### config.mk
export PLATFORM = sky130hd
export DESIGN_NAME = banked_regfile
export DESIGN_NICKNAME = d
export VERILOG_FILES = /design/src/rtl/bankrf_pkg.sv /design/src/rtl/bank_select.sv /design/src/rtl/addr_resolve.sv /design/src/rtl/reg_store.sv /design/src/rtl/banked_regfile.sv
export SDC_FILE = /design/constraint.sdc
export NUM_CORES = 1
export LEC_CHECK = 0
export BUFFER_PORTS_ARGS = -buffer_cell sky130_fd_sc_hd__buf_2
export CORE_UTILIZATION = 50
export DETAILED_ROUTE_END_ITERATION = 12
export HOLD_SLACK_MARGIN = 0.1
export PLACE_DENSITY = 0.67
export SYNTH_ARGS = -nofsm -noshare
export SYNTH_HDL_FRONTEND = slang
export SYNTH_SLANG_ARGS = --single-unit
### constraint.sdc
create_clock -name clk -period 2.8 [get_ports clk]
set_clock_uncertainty 0.15 [all_clocks]
set_input_delay 0 -clock clk [delete_from_list [all_inputs] [get_ports clk]]
set_output_delay 0 -clock clk [all_outputs]
set_load 0.005 [all_outputs]
### src/rtl/bankrf_pkg.sv
package bankrf_pkg;
  typedef enum logic {
    MODE_REG = 1'b0,
    MODE_ABS = 1'b1
  } acc_mode_e;
endpackage

### src/rtl/bank_select.sv
module bank_select #(
  parameter int BANK_W = 2
) (
  input  logic              clk,
  input  logic              rst_n,
  input  logic              load,
  input  logic [BANK_W-1:0] load_val,
  output logic [BANK_W-1:0] bank_q
);
  always_ff @(posedge clk or negedge rst_n) begin
    if (!rst_n)    bank_q <= '0;
    else if (load) bank_q <= load_val;
  end

  p_bank_load_r4: assert property (@(posedge clk) disable iff (!rst_n)
    load |=> bank_q == $past(load_val));
  p_bank_hold_r4: assert property (@(posedge clk) disable iff (!rst_n)
    !load |=> $stable(bank_q));
endmodule

### src/rtl/addr_resolve.sv
module addr_resolve
  import bankrf_pkg::*;
#(
  parameter int BANK_W = 2,
  parameter int IDX_W  = 3,
  localparam int ADDR_W = BANK_W + IDX_W
) (
  input  logic              mode,
  input  logic [BANK_W-1:0] bank,
  input  logic [IDX_W-1:0]  idx,
  input  logic [ADDR_W-1:0] abs_addr,
  output logic [ADDR_W-1:0] phys
);
  function automatic logic [ADDR_W-1:0] phys_of(
    input acc_mode_e         m,
    input logic [BANK_W-1:0] b,
    input logic [IDX_W-1:0]  n,
    input logic [ADDR_W-1:0] a
  );
    if (m == MODE_ABS) return a;
    return {b, n};
  endfunction

  always_comb phys = phys_of(acc_mode_e'(mode), bank, idx, abs_addr);
endmodule

### src/rtl/reg_store.sv
module reg_store #(
  parameter int ADDR_W = 5,
  parameter int DATA_W = 8,
  parameter int NUM_RD = 2,
  localparam int DEPTH = 1 << ADDR_W
) (
  input  logic                          clk,
  input  logic                          rst_n,
  input  logic                          wr_en,
  input  logic [ADDR_W-1:0]             wr_addr,
  input  logic [DATA_W-1:0]             wr_data,
  input  logic [NUM_RD-1:0][ADDR_W-1:0] rd_addr,
  output logic [NUM_RD-1:0][DATA_W-1:0] rd_data
);
  logic [DATA_W-1:0] store [DEPTH];

  always_ff @(posedge clk or negedge rst_n) begin
    if (!rst_n) begin
      for (int i = 0; i < DEPTH; i++) store[i] <= '0;
    end else if (wr_en) begin
      store[wr_addr] <= wr_data;
    end
  end

  for (genvar r = 0; r < NUM_RD; r++) begin : g_rd
    assign rd_data[r] = store[rd_addr[r]];

    p_no_write_stable_r5: assert property (@(posedge clk) disable iff (!rst_n)
      ($past(!wr_en) && $stable(rd_addr[r])) |-> $stable(rd_data[r]));
  end

  p_write_lands_r5: assert property (@(posedge clk) disable iff (!rst_n)
    wr_en |=> store[$past(wr_addr)] == $past(wr_data));
endmodule

### src/rtl/banked_regfile.sv
module banked_regfile
  import bankrf_pkg::*;
#(
  parameter int NUM_BANKS     = 4,
  parameter int REGS_PER_BANK = 8,
  parameter int DATA_W        = 8,
  localparam int BANK_W = $clog2(NUM_BANKS),
  localparam int IDX_W  = $clog2(REGS_PER_BANK),
  localparam int ADDR_W = BANK_W + IDX_W,
  localparam int NPORT  = 3
) (
  input  logic              clk,
  input  logic              rst_n,
  input  logic              bank_we,
  input  logic [BANK_W-1:0] bank_wdata,
  input  logic              wr_en,
  input  logic              wr_mode,
  input  logic [IDX_W-1:0]  wr_idx,
  input  logic [ADDR_W-1:0] wr_abs,
  input  logic [DATA_W-1:0] wr_data,
  input  logic              rd0_mode,
  input  logic [IDX_W-1:0]  rd0_idx,
  input  logic [ADDR_W-1:0] rd0_abs,
  output logic [DATA_W-1:0] rd0_data,
  input  logic              rd1_mode,
  input  logic [IDX_W-1:0]  rd1_idx,
  input  logic [ADDR_W-1:0] rd1_abs,
  output logic [DATA_W-1:0] rd1_data
);
  logic [BANK_W-1:0] bank_q;

  // Port 0 is the write port, ports 1 and 2 are read ports 0 and 1
  logic [NPORT-1:0]             port_mode;
  logic [NPORT-1:0][IDX_W-1:0]  port_idx;
  logic [NPORT-1:0][ADDR_W-1:0] port_abs;
  logic [NPORT-1:0][ADDR_W-1:0] port_phys;

  assign port_mode = {rd1_mode, rd0_mode, wr_mode};
  assign port_idx  = {rd1_idx,  rd0_idx,  wr_idx};
  assign port_abs  = {rd1_abs,  rd0_abs,  wr_abs};

  bank_select #(.BANK_W(BANK_W)) u_bank (
    .clk      (clk),
    .rst_n    (rst_n),
    .load     (bank_we),
    .load_val (bank_wdata),
    .bank_q   (bank_q)
  );

  for (genvar p = 0; p < NPORT; p++) begin : g_port
    addr_resolve #(.BANK_W(BANK_W), .IDX_W(IDX_W)) u_res (
      .mode     (port_mode[p]),
      .bank     (bank_q),
      .idx      (port_idx[p]),
      .abs_addr (port_abs[p]),
      .phys     (port_phys[p])
    );

    p_reg_mode_bank_r2: assert property (@(posedge clk) disable iff (!rst_n)
      (port_mode[p] == MODE_REG) |->
        (port_phys[p][ADDR_W-1:IDX_W] == bank_q && port_phys[p][IDX_W-1:0] == port_idx[p]));
    p_abs_ignores_bank_r3: assert property (@(posedge clk) disable iff (!rst_n)
      (port_mode[p] == MODE_ABS) |-> port_phys[p] == port_abs[p]);
  end

  logic [1:0][DATA_W-1:0] rd_bus;

  reg_store #(.ADDR_W(ADDR_W), .DATA_W(DATA_W), .NUM_RD(2)) u_store (
    .clk     (clk),
    .rst_n   (rst_n),
    .wr_en   (wr_en),
    .wr_addr (port_phys[0]),
    .wr_data (wr_data),
    .rd_addr ({port_phys[2], port_phys[1]}),
    .rd_data (rd_bus)
  );

  assign rd0_data = rd_bus[0];
  assign rd1_data = rd_bus[1];
endmodule

==> out/metrics.yaml <==
status: "completed"
seqPwrFrac_pct: 43.6
p_comb_share_pct: 25.1
maxCapViolCount: 0
synth.top_cells.by_count: "dfrtp_1 (258), mux2_2 (258), nand2_1 (240)"
drive_gt1_share_pct: 34.0
final_max_slew_viol_count: 0
ant_nets: 0
fin_setup_tns_ns: 0
fin_nets: 1508
vias: 12300
grt_pass1_vias: 11900
area_growth_pct: 13.4
leakagePower_nw: 7.33
route.detailed.wl_per_inst_um: 26.2
cp-end-kind: "output pin"
vias_per_cell: 6.58
n_antenna_cell: 0
dp_hpwl_um: 32000
dpl_cell_area_um2: 15800
final_area_um2: 17000
clockPowerShare_pct: 31.3
fin_crit_sh_pct: 96.3
cp_max_fo: 8
dr.pass1.iters: 6
hold_viol: 0
swShare_pct: 30.9
power.internal_mw: 8.71
setup.worst_path.start_class: "flop"
worst_slew_margin_rel_pct: 15.7
finalPower_mw: 12.6
die_x_um: 175
critPathKind: "flop to output pin"
grt.overflow.total: 0
synth_top_cell_area_share_pct: 43.1
avgSynthCellArea_um2: 10.7
syn_nets: 1446
netlist_area_um2: 15000
drc: 0
cts_max_path_buffers: 3
holdWs_ns: 0.118
fp.dieArea_um2: 30600
start_util_pct: 51.4
worst_pin_slew_ns: 1.26
finalSetupViolCount: 0
slowest_delay_ns: 0.52
synth-main-ff-cell: "dfrtp_1"
synth-seq-area-share_pct: 43.1
synth_area_leaders: "dfrtp_1 (43%), mux2_2 (19%), mux4_2 (6.5%)"
gp_congestion: 0.935
grt_max_degree: 79
cts_buffers: 28
drt_iter0_markers: 1429
synth_cell_types: 52
clkLatencyLatePin_ns: 0.56
pin_count: 57
worstPathRequired_ns: 2.65
power_density_nw_per_um2: 743
grtUsageTotal_pct: 32.2
cts_tree: "yes"
p_switching_mw: 3.89
cts_num_sinks: 258
ys_warn_count: 0
portBuffers: 56
grt_antenna_before_repair: 1
rsz0062_at_grt: "false"
synthArstFlopShare_pct: 100
cts_root_buffer: "clkbuf_16"
synth_top_cell_by_area: "dfrtp_1"
htreeDepth: 1
path_common_cell: "a21oi_1"
hold_path_class: "input port to flop"
finalCriticalPeriod_ns: 2.70
crit_chain: "nor3_1, a21oi_1, buf_4, a31oi_1, a21oi_1, and3_1, buf_2"
core_area_um2: 29100
syn_inst: 1405
r2r_setup_slack_ns: 0.39
final_util_pct: 58.3
die_h_um: 175
worstPathArrival_ns: 2.55
ir_worst_vdd_mv: 0.561
grt_pass1_wl_um: 74300
wirelength_um: 49000
ys_ff_latch: 258
rows: 62
cts_setup_buffers: 0
synth-edff-count: 0
slowest_stage: "dfrtp_1"
clk_pin_slew_ns: 0.06
fmax_mhz: 371
[layout by cell type, fill, tap and decap left out, types with 23 or more instances in the layout]
cell type	n
nand3_1	62
nor2_2	23
a21oi_1	76
mux2_2	256
clkbuf_16	29
mux4_2	43
buf_2	55
buf_4	55
nand2_1	240
inv_1	34
a221oi_1	25
o21ai_0	38
dfrtp_1	258
mux2i_1	36
[final timing paths]
kind	to	from	depth (start not counted)
max	rd0_data[2]	u_bank.bank_q[0]	7
min	u_store.store[61]	wr_idx[2]	5
max reg2reg	u_store.store[138]	u_bank.bank_q[1]	5
min reg2reg	u_store.store[14]	u_store.store[14]	1
max in group asynchronous	u_store.store[90]	rst_n	4
min in group asynchronous	u_store.store[114]	rst_n	3
[flip-flops by register name (all words and copies together), names as in the netlist]
register       flops
u_store.store    256
u_bank.bank_q      2
[power groups by stage]
stage          Clock, mW  Sequential, mW  Combinational, mW
2_1_floorplan          0            5.24               2.26
3_3_place_gp           0            5.49               3.01
3_5_place_dp           0            5.53               3.08
4_1_cts             3.98            5.47               3.12
5_1_grt             4.13            5.61               3.40
6_report            3.94            5.50               3.16
[per-layer routing]
layer	wire, um	global-route usage, %	up-vias
met5	0	0	-
met4	2150	13.2	0
met3	4670	7.14	132
met2	21800	48.5	704
met1	20300	44.9	6185
li1	-	-	5287
[cells by family (layout without fill, tap and decap cells)]
family / Yosys count / after routing / synth area share, %
flip-flops: 258 / 258 / 43.1
AND/OR/NAND/NOR: 385 / 385 / 11.3
buffers and inverters: 135 / 216 / 4.10
multiplexers: 342 / 342 / 28.7
AO/OA/AOI/OAI: 285 / 285 / 12.8
[stage by stage]
step	worst slack [ns]	std cells
global placement	0.467	1807
finish	0.105	1870
detailed placement	0.457	1807
CTS	0.120	1870
floorplan	0.962	1405
global route	0.0439	1870
[repair_timing]
| item | in CTS | in global routing |
|---|---|---|
| gates resized for setup | 1 | 1 |
| endpoints found under the hold margin | 515 | 0 |
| endpoints found under the setup margin | 3 | 3 |
| hold buffers | 14 | 0 |
[final cells by class]
class,instances,area [um^2]
multi-input combinational,1012,7930
tap,384,480
fill,2437,12100
inverter,34,128
sequential,258,6460
clock buffer,43,838
clock inverter,6,130
timing repair buffer,133,1000
[critical path: cells and delay by family (launching register included)]
family / cells / cell delay (ns)
DFF: 1 / 0.52
buffers and inverters: 2 / 0.37
and+or+nand+nor: 2 / 0.37
AOI/OAI and AO/OA: 3 / 0.73
Note: power is estimated with default switching activity, not from simulation.
